`src/rtl/irq_arb_pkg.sv`:
```
// Shared helpers of the interrupt and trap arbiter.
// Assumes that sources are numbered by vector: traps first, then interrupts.
package irq_arb_pkg;

    // Fixed level of trap k: the most urgent trap sits at the top of the level range.
    function automatic int trap_level(input int lvl_bits, input int k);
        return (2 ** lvl_bits) - 1 - k;
    endfunction

    // Vector table offset of vector number idx.
    function automatic int vec_offset(input int base, input int step, input int idx);
        return base + step * idx;
    endfunction

endpackage

```
`src/rtl/irq_src_qualify.sv`:
```
// Turns raw requests into one eligibility bit and one widened level per source,
// indexed by vector number.
// Assumes: traps cannot be masked by an enable; user levels are zero-extended by one bit.
module irq_src_qualify #(
    parameter int N_IRQ  = 36,
    parameter int N_TRAP = 4,
    parameter int ULVL_W = 3
) (
    input  logic                       clk,
    input  logic                       rst_n,
    input  logic [N_IRQ-1:0]           irq_pend_i,
    input  logic [N_IRQ-1:0]           irq_en_i,
    input  logic [N_IRQ*ULVL_W-1:0]    irq_lvl_i,
    input  logic [N_TRAP-1:0]          trap_pend_i,
    input  logic [ULVL_W:0]            cpu_lvl_i,
    input  logic [N_TRAP+N_IRQ-1:0]    block_i,
    output logic [N_TRAP+N_IRQ-1:0]    elig_o,
    output logic [(N_TRAP+N_IRQ)*(ULVL_W+1)-1:0] lvl_o
);
    localparam int N_SRC  = N_TRAP + N_IRQ;
    localparam int PLVL_W = ULVL_W + 1;

    // Trap sources: fixed level, eligible when pending and above the CPU level.
    for (genvar k = 0; k < N_TRAP; k++) begin : g_trap
        localparam logic [PLVL_W-1:0] FIXED = PLVL_W'(irq_arb_pkg::trap_level(PLVL_W, k));
        assign lvl_o[k*PLVL_W +: PLVL_W] = FIXED;
        assign elig_o[k] = trap_pend_i[k] && !block_i[k] && (FIXED > cpu_lvl_i);
    end

    // Interrupt sources: user level, needs pending, enable and a level above the CPU.
    for (genvar i = 0; i < N_IRQ; i++) begin : g_irq
        logic [PLVL_W-1:0] ulvl;
        assign ulvl = {1'b0, irq_lvl_i[i*ULVL_W +: ULVL_W]};
        assign lvl_o[(N_TRAP+i)*PLVL_W +: PLVL_W] = ulvl;
        assign elig_o[N_TRAP+i] = irq_pend_i[i] && irq_en_i[i] && !block_i[N_TRAP+i]
                                  && (ulvl != '0) && (ulvl > cpu_lvl_i);
    end

    // a CPU level at the user ceiling leaves no interrupt eligible.
    a_r3_irqs_masked_at_7: assert property (@(posedge clk) disable iff (!rst_n)
        (cpu_lvl_i >= PLVL_W'((2 ** ULVL_W) - 1)) |-> (elig_o[N_SRC-1:N_TRAP] == '0));

endmodule

```
`src/rtl/irq_pick.sv`:
```
// Chooses the eligible source with the highest level; ties go to the lower index.
// Assumes the index equals the vector number, so lower index means natural-order priority.
module irq_pick #(
    parameter int N_SRC  = 40,
    parameter int LVL_W  = 4,
    parameter int VEC_W  = 6
) (
    input  logic [N_SRC-1:0]        elig_i,
    input  logic [N_SRC*LVL_W-1:0]  lvl_i,
    output logic                    found_o,
    output logic [VEC_W-1:0]        win_idx_o,
    output logic [LVL_W-1:0]        win_lvl_o
);
    // Linear scan from the lowest index; a strict compare keeps the first of equals.
    always_comb begin
        found_o   = 1'b0;
        win_idx_o = '0;
        win_lvl_o = '0;
        for (int i = 0; i < N_SRC; i++) begin
            if (elig_i[i] && (!found_o || (lvl_i[i*LVL_W +: LVL_W] > win_lvl_o))) begin
                found_o   = 1'b1;
                win_idx_o = VEC_W'(i);
                win_lvl_o = lvl_i[i*LVL_W +: LVL_W];
            end
        end
    end

endmodule

```
`src/rtl/irq_present.sv`:
```
// Registers the winner, holds it until acknowledged, then strobes a clear
// for the granted source.
// Assumes ack_i is only meaningful while req_o is high.
module irq_present #(
    parameter int N_SRC    = 40,
    parameter int VEC_W    = 6,
    parameter int ADDR_W   = 24,
    parameter int VEC_BASE = 4,
    parameter int VEC_STEP = 2
) (
    input  logic               clk,
    input  logic               rst_n,
    input  logic               found_i,
    input  logic [VEC_W-1:0]   win_idx_i,
    input  logic               ack_i,
    output logic               req_o,
    output logic [VEC_W-1:0]   vec_o,
    output logic [ADDR_W-1:0]  addr_o,
    output logic [N_SRC-1:0]   clr_o
);
    localparam logic [N_SRC-1:0] ONE = N_SRC'(1);

    // Capture a winner when idle, hold while presented, release with a clear strobe on ack.
    always_ff @(posedge clk) begin
        if (!rst_n) begin
            req_o  <= 1'b0;
            vec_o  <= '0;
            addr_o <= '0;
            clr_o  <= '0;
        end else begin
            clr_o <= '0;
            if (req_o) begin
                if (ack_i) begin
                    req_o <= 1'b0;
                    clr_o <= ONE << vec_o;
                end
            end else if (found_i) begin
                req_o  <= 1'b1;
                vec_o  <= win_idx_i;
                addr_o <= ADDR_W'(VEC_BASE) + ADDR_W'(VEC_STEP) * ADDR_W'(win_idx_i);
            end
        end
    end

    // outputs are idle just after reset.
    a_r1_idle_after_reset: assert property (@(posedge clk)
        !rst_n |=> (!req_o && (clr_o == '0)));

    // a presented request does not move until the core acknowledges.
    a_r9_hold_until_ack: assert property (@(posedge clk) disable iff (!rst_n)
        (req_o && !ack_i) |=> (req_o && $stable(vec_o) && $stable(addr_o)));

    // an acknowledge drops the request and strobes exactly the granted bit.
    a_r10_clear_strobe: assert property (@(posedge clk) disable iff (!rst_n)
        (req_o && ack_i) |=> (!req_o && (clr_o == (ONE << $past(vec_o)))));

    // the strobe lasts one cycle and never names two sources.
    a_r10_strobe_single: assert property (@(posedge clk) disable iff (!rst_n)
        (clr_o != '0) |=> (clr_o == '0));
    a_r10_strobe_onehot: assert property (@(posedge clk) disable iff (!rst_n)
        $onehot0(clr_o));

    // a presented address never points below the table start.
    a_r8_addr_at_or_above_base: assert property (@(posedge clk) disable iff (!rst_n)
        req_o |-> (addr_o >= ADDR_W'(VEC_BASE)));

endmodule

```
`src/rtl/irq_arbiter.sv`:
```
// Top of the interrupt and trap arbiter: qualify, pick, present.
// Assumes: pending flags are held outside and cleared by clr_o; the core raises
// cpu_lvl_i to the level of whatever it is servicing.
module irq_arbiter #(
    parameter int N_IRQ    = 36,
    parameter int N_TRAP   = 4,
    parameter int ULVL_W   = 3,
    parameter int ADDR_W   = 24,
    parameter int VEC_BASE = 4,
    parameter int VEC_STEP = 2
) (
    input  logic                                clk,
    input  logic                                rst_n,
    input  logic [N_IRQ-1:0]                    irq_pend_i,
    input  logic [N_IRQ-1:0]                    irq_en_i,
    input  logic [N_IRQ*ULVL_W-1:0]             irq_lvl_i,
    input  logic [N_TRAP-1:0]                   trap_pend_i,
    input  logic [ULVL_W:0]                     cpu_lvl_i,
    input  logic                                ack_i,
    output logic                                req_o,
    output logic [$clog2(N_TRAP+N_IRQ)-1:0]     vec_o,
    output logic [ADDR_W-1:0]                   addr_o,
    output logic [N_TRAP+N_IRQ-1:0]             clr_o
);
    localparam int N_SRC  = N_TRAP + N_IRQ;
    localparam int VEC_W  = $clog2(N_SRC);
    localparam int PLVL_W = ULVL_W + 1;

    logic [N_SRC-1:0]        elig;
    logic [N_SRC*PLVL_W-1:0] lvl;
    logic                    found;
    logic [VEC_W-1:0]        win_idx;
    logic [PLVL_W-1:0]       win_lvl;

    irq_src_qualify #(.N_IRQ(N_IRQ), .N_TRAP(N_TRAP), .ULVL_W(ULVL_W)) i_qualify (
        .clk         (clk),
        .rst_n       (rst_n),
        .irq_pend_i  (irq_pend_i),
        .irq_en_i    (irq_en_i),
        .irq_lvl_i   (irq_lvl_i),
        .trap_pend_i (trap_pend_i),
        .cpu_lvl_i   (cpu_lvl_i),
        .block_i     (clr_o),
        .elig_o      (elig),
        .lvl_o       (lvl)
    );

    irq_pick #(.N_SRC(N_SRC), .LVL_W(PLVL_W), .VEC_W(VEC_W)) i_pick (
        .elig_i    (elig),
        .lvl_i     (lvl),
        .found_o   (found),
        .win_idx_o (win_idx),
        .win_lvl_o (win_lvl)
    );

    irq_present #(.N_SRC(N_SRC), .VEC_W(VEC_W), .ADDR_W(ADDR_W),
                  .VEC_BASE(VEC_BASE), .VEC_STEP(VEC_STEP)) i_present (
        .clk       (clk),
        .rst_n     (rst_n),
        .found_i   (found),
        .win_idx_i (win_idx),
        .ack_i     (ack_i),
        .req_o     (req_o),
        .vec_o     (vec_o),
        .addr_o    (addr_o),
        .clr_o     (clr_o)
    );

    // with any trap eligible, the pick lands on a trap.
    a_r4_trap_first: assert property (@(posedge clk) disable iff (!rst_n)
        (found && (elig[N_TRAP-1:0] != '0)) |-> (win_idx < VEC_W'(N_TRAP)));

    // a newly raised request came from a level above the CPU level.
    a_r2_level_above_cpu: assert property (@(posedge clk) disable iff (!rst_n)
        $rose(req_o) |-> ($past(win_lvl) > $past(cpu_lvl_i)));

endmodule

```
`config.mk`:
```
export PLATFORM = sky130hd
export DESIGN_NAME = irq_arbiter
export DESIGN_NICKNAME = d
export VERILOG_FILES = /design/src/rtl/irq_arb_pkg.sv /design/src/rtl/irq_src_qualify.sv /design/src/rtl/irq_pick.sv /design/src/rtl/irq_present.sv /design/src/rtl/irq_arbiter.sv
export SDC_FILE = /design/constraint.sdc
export NUM_CORES = 1
export LEC_CHECK = 0
export BUFFER_PORTS_ARGS = -buffer_cell sky130_fd_sc_hd__buf_2
export CORE_AREA = 4 4 173 175
export CTS_CLUSTER_DIAMETER = 200
export DETAILED_ROUTE_END_ITERATION = 6
export DIE_AREA = 0 0 177 179
export PLACE_DENSITY = 0.8
export SLEW_MARGIN = 20
export SYNTH_ARGS = -nofsm -noshare
export SYNTH_HDL_FRONTEND = slang
export SYNTH_HIERARCHICAL = 1
export SYNTH_SLANG_ARGS = --single-unit
export TNS_END_PERCENT = 10
```
`constraint.sdc`:
```
create_clock -name clk -period 58.8 [get_ports clk]
set_input_delay 2.94 -clock clk [delete_from_list [all_inputs] [get_ports clk]]
set_output_delay 2.94 -clock clk [all_outputs]
set_load 0.02 [all_outputs]
```
; ---- Word-level counts from Yosys, hierarchy flattened
; Index checks and enable logic that the tools add are counted.
[totals]
register_bits = 71
word_cells = 554
[classes]
add_sub_neg = 1
magnitude_cmp = 79
n_shift = 1
muxes = 121
bitwise = 1
reduce_logical = 347
[op_table]
columns = op, count
row1 = $gt 3x4->1, 72
row2 = $logic_and 1x1->1, 191
row3 = $mux 4, 47
row4 = $reduce_bool 4->1, 36
row5 = $mux 5, 16
row6 = $logic_not 1->1, 79
row7 = $mux 6, 8
row8 = $mux 1, 44
row9 = $shl 1x6->40 const A, 1
row10 = $logic_or 1x1->1, 39
row11 = $gt 4x4->1 const A, 7
row12 = $mux 3, 4
row13 = $add 3x7->8 const A, 1
row14 = $mux 2, 2
row15 = $reduce_and 3->1, 1
row16 = $reduce_and 2->1, 1
row17 = $not 1->1, 1

; ---- Longest topological paths before layout
[depth]
ltp_word = 162
depth_mapped = 363
ltp_nobuf = 353

; ---- By module
; The synthesis kept the hierarchy.
[modules_own_cells]
columns = mod, instances, cells_per_inst, area_each_um2, seq_area_each_um2
row1 = irq_pick, 1, 1317, 8931.1, 0.0
row2 = irq_src_qualify, 1, 592, 4428.0, 0.0
row3 = irq_present, 1, 188, 1850.5, 1061.0

; ---- Least setup slack after synthesis
; No wires, ideal clock.
[synth_timing]
path_kind = input-to-reg
start = input port cpu_lvl_i[3]
end = register i_present.addr_o[5]
setup_ns = 0.070
t_arrival_ns = 62.473
t_required_ns = 58.730
setup_slack_ns = -3.743
stages = 327
path_cell_list = buf_6 -> and3_1 -> a21oi_1 -> buf_4 -> nand2_1 -> ha_1 -> nand2_1 -> o21a_1 -> o21a_1 -> o21ai_0 -> inv_1 -> ha_1 -> nor2b_1 -> o211ai_1 -> a31o_1 -> o211ai_1 -> and2_1 -> ha_1 -> [291 not listed] -> a41oi_1 -> o21ai_1 -> inv_1 -> o31a_1 -> ha_1 -> nor2b_1 -> o21ai_0 -> nand2b_1 -> a21oi_1 -> a41oi_1 -> o21ai_0 -> nand2_1 -> nor2_2 -> nand3b_1 -> a21oi_1 -> nand3_1 -> xor2_1 -> a21oi_1
[synth_via]
elab_chain_cells = 160
word_cells_on_any_way = 356
[synth_rtl]
columns = element, line
row1 = "start, declared", irq_arbiter.sv:18  ; input logic [ULVL_W:0] cpu_lvl_i,
row2 = $gt 4x4->1 *, irq_src_qualify.sv:27  ; assign elig_o[k] = trap_pend_i[k] && !block_i[k] && (FIXED > cpu_lvl_i);
row3 = $logic_and 1x1->1 *, irq_src_qualify.sv:27
row4 = net elig[0], irq_arbiter.sv:29  ; logic [N_SRC-1:0] elig;
row5 = $mux 4 / $mux 1 (equally long branches), irq_pick.sv:20  ; if (elig_i[i] && (!found_o || (lvl_i[i*LVL_W +: LVL_W] > win_lvl_o))) begin
row6 = $gt 4x4->1 / $logic_not 1->1 (equally long branches), irq_pick.sv:20
row7 = $logic_or 1x1->1, irq_pick.sv:20
row8 = $logic_and 1x1->1, irq_pick.sv:20
row9 = $mux 4 / $mux 1 (equally long branches), irq_pick.sv:20
row10 = [146 not listed], --
row11 = $logic_and 1x1->1, irq_pick.sv:20
row12 = $mux 4 / $mux 1 (equally long branches), irq_pick.sv:20
row13 = $gt 3x4->1 / $logic_not 1->1 (equally long branches), irq_pick.sv:20
row14 = $logic_or 1x1->1, irq_pick.sv:20
row15 = $logic_and 1x1->1, irq_pick.sv:20
row16 = $mux 6 *, irq_pick.sv:20
row17 = net win_idx[3], irq_arbiter.sv:32  ; logic [VEC_W-1:0] win_idx;
row18 = $add 3x7->8 *, irq_present.sv:40  ; addr_o <= ADDR_W'(VEC_BASE) + ADDR_W'(VEC_STEP) * ADDR_W'(win_idx_i);
row19 = "end signal, assigned", irq_present.sv:40
row20 = "end, declared", irq_present.sv:18  ; output logic [ADDR_W-1:0] addr_o,
; Mark *: on every way through the listed nets, which the timed path passes. The rest lies on a longest branch.
; A chain may end at the register's enable or synchronous reset.

; ---- Worst setup path in the final report
[layout_timing]
start = input port cpu_lvl_i[3]
end = register i_present.addr_o[6]
; The elaborated chain is that of the path after synthesis.

==> impl_metrics.toml <==
[global_routing]
grt_pass1_wl_um = 79160
grt_usage_pct = 29.74
grt_overflow = 0
grt_pass1_vias = 16530
antenna_found_initial = 2
grt_max_degree = 39

[sta]
setup_slack_ns = -1.642
max_freq_mhz = 16.54
clock_skew_ns = 0.008462
finalWorstPathRequiredPeriod_ns = 60.44
final-hold-violation-count = 0
timing.hold.ws_ns = 0.5168
setup_viol = 12
tightest_slew_ns = 1.275
finalCritPeriodShare_pct = 102.8
rsz0062_at_grt = "true"
max_slew_margin_pct = 14.47
slew_viol_final = 0

[clock_network]
numCtsBuffers = 5
cts_root_buf = "clkbuf_16"
htree_levels = 2
ctsHoldBuffers = 0
clock_latency_ns = 0.30
cts_max_path_buffers = 2
tritoncts = "yes"
cts.sinks = 53
path_clk_slew_ns = 0.08

[power_and_ir_drop]
clkPwrFrac_pct = 3.9
p_per_area_nw_per_um2 = 40.41
total_power_w = 0.0007968
p_seq_share_pct = 5.8
vdd_drop_max_v = 0.00002196
internal_power_w = 0.0003991
p_sw_share_pct = 49.91
power_switching_w = 0.0003976
power_frac_comb_pct = 90.3
p_leak_nw = 9.060

[worst_setup_path]
cp_max_fo = 8
cp-end-kind = "flop"
crit_start = "cpu_lvl_i[3]"
r2r_cells = 337
worstPathRequired_ns = 58.96
slowest_delay_ns = 0.40
r2r_end = "i_present/addr_o[6]"
r2r-start = "i_present/clr_o[0]"
critical_path_class = "primary input to flop"
slowest_stage = "o41ai_2"
cp-endpoint = "i_present/addr_o[6]"
startpoint_type = "primary input"
ff2ff_setup_slack_ns = 0.80
path_common_cell = "a21oi_2"
worst_ep_arrival_time_ns = 60.60

[drt]
drc = 0
firstDrtPassIters = 7
routed_wl_um = 54880
vias = 17930
viasPerCell = 6.283
drtIter0Drc = 1562
wl_per_cell_um = 19.23
ant_nets = 0

[floorplan]
die_area_um2 = 31680
rows = 62
die_h_um = 179
die_w_um = 177
initial_core_util_pct = 53.20
ios = 262
core_area_um2 = 28470

[synthesis]
yosysWarnings = 6
synth_area_um2 = 15140
syn_area_per_cell_um2 = 7.264
syn_inst = 2085

[final_layout]
nets = 2893
fill_cells = 2115
register_area_um2 = 1061
area_delta_synth_final_pct = 30.18
fin_cells = 2854
final_common_cell = "buf_4"
multi_input_area_um2 = 13950
layout-drive-gt1-share_pct = 36.65
final_cell_mix = "buf_4, buf_2, ha_1"

[placement]
globalplace.congestion = 0.9909
dpl.hpwl_um = 38880
dp.cells = 2681
port_buffers = 244

[outcome]
violations = "setup timing"
outcome = "finished with violations"

[hold_path]
hold_path.class = "flop to flop"
min_from = "i_present/addr_o[3]"

[job]
cap_viol_max_count = 0
-- metrics by stage --
| stage | setup WS (ns) | cell area (um^2) | setup TNS (ns) | utilization, % |
|---|---|---|---|---|
| global placement | -0.9628 | 16800 | -7.610 | 59.01 |
| floorplan | 0.04180 | 15840 | 0 | - |
| finish | -1.642 | 19720 | -15.84 | 69.25 |
| CTS | 0.01699 | 18240 | 0 | 64.08 |
| global route | -4.420 | 19720 | -49.54 | 69.25 |
| detailed placement | -2.778 | 16800 | -29.45 | 59.01 |
-- worst max-delay path: cells and delay by family --
| family | cells | cell delay, ns |
|---|---|---|
| multiplexers | 13 | 3.55 |
| adder cells (fa/ha/maj) | 43 | 10.94 |
| buffers and inverters | 40 | 4.71 |
| XOR/XNOR | 1 | 0.19 |
| AND/OR/NAND/NOR | 84 | 11.68 |
| AO/OA/AOI/OAI | 157 | 26.51 |
-- flip-flops by register name (all words and copies together), names as in the netlist --
signal / cells
i_present/addr_o: 6
i_present/clr_o: 40
i_present/req_o: 1
i_present/vec_o: 6
-- metal layers --
metal / vias to the layer above / global-route usage, % / routed length [um]
li1: 8268 / - / -
met1: 8435 / 36.60 / 21230
met2: 960 / 52.27 / 26050
met3: 267 / 2.952 / 4099
met4: 2 / 13.86 / 3489
met5: - / 0 / 13
-- power groups by stage --
stage	clock network (W)	logic (W)	registers (W)
3_3_place_gp	0	0.000482	0.0000467
2_1_floorplan	0	0.000382	0.0000470
4_1_cts	0.0000315	0.000572	0.0000459
5_1_grt	0.0000333	0.000774	0.0000468
3_5_place_dp	0	0.000501	0.0000468
6_report	0.0000312	0.000719	0.0000463
-- worst min path at each step --
stage / cells past startpoint / slack (ns) / end
finish: 2 / 0.52 / i_present/addr_o[3]
global route: 2 / 0.53 / i_present/addr_o[3]
CTS: 2 / 0.51 / i_present/vec_o[5]
detailed placement: 2 / 0.50 / i_present/vec_o[5]
global placement: 2 / 0.49 / i_present/vec_o[5]
floorplan: 2 / 0.54 / i_present/addr_o[3]
-- area by class of cell --
| cell class | count | share of cell area, % |
|---|---|---|
| Tap cell | 384 | 2.437 |
| Timing Repair Buffer | 520 | 16.95 |
| Inverter | 194 | 3.694 |
| Clock inverter | 3 | 0.1333 |
| Sequential cell | 53 | 5.382 |
| Multi-Input combinational cell | 1694 | 70.76 |
| Clock buffer | 5 | 0.6346 |
| Antenna cell | 1 | 0.01269 |
-- what timing repair did --
item                       CTS  global route
gates resized for setup    112           192
pin swaps                  124           230
setup endpoints to repair   12            12
setup buffers               98            68
Power figures use the tool's default switching activity.
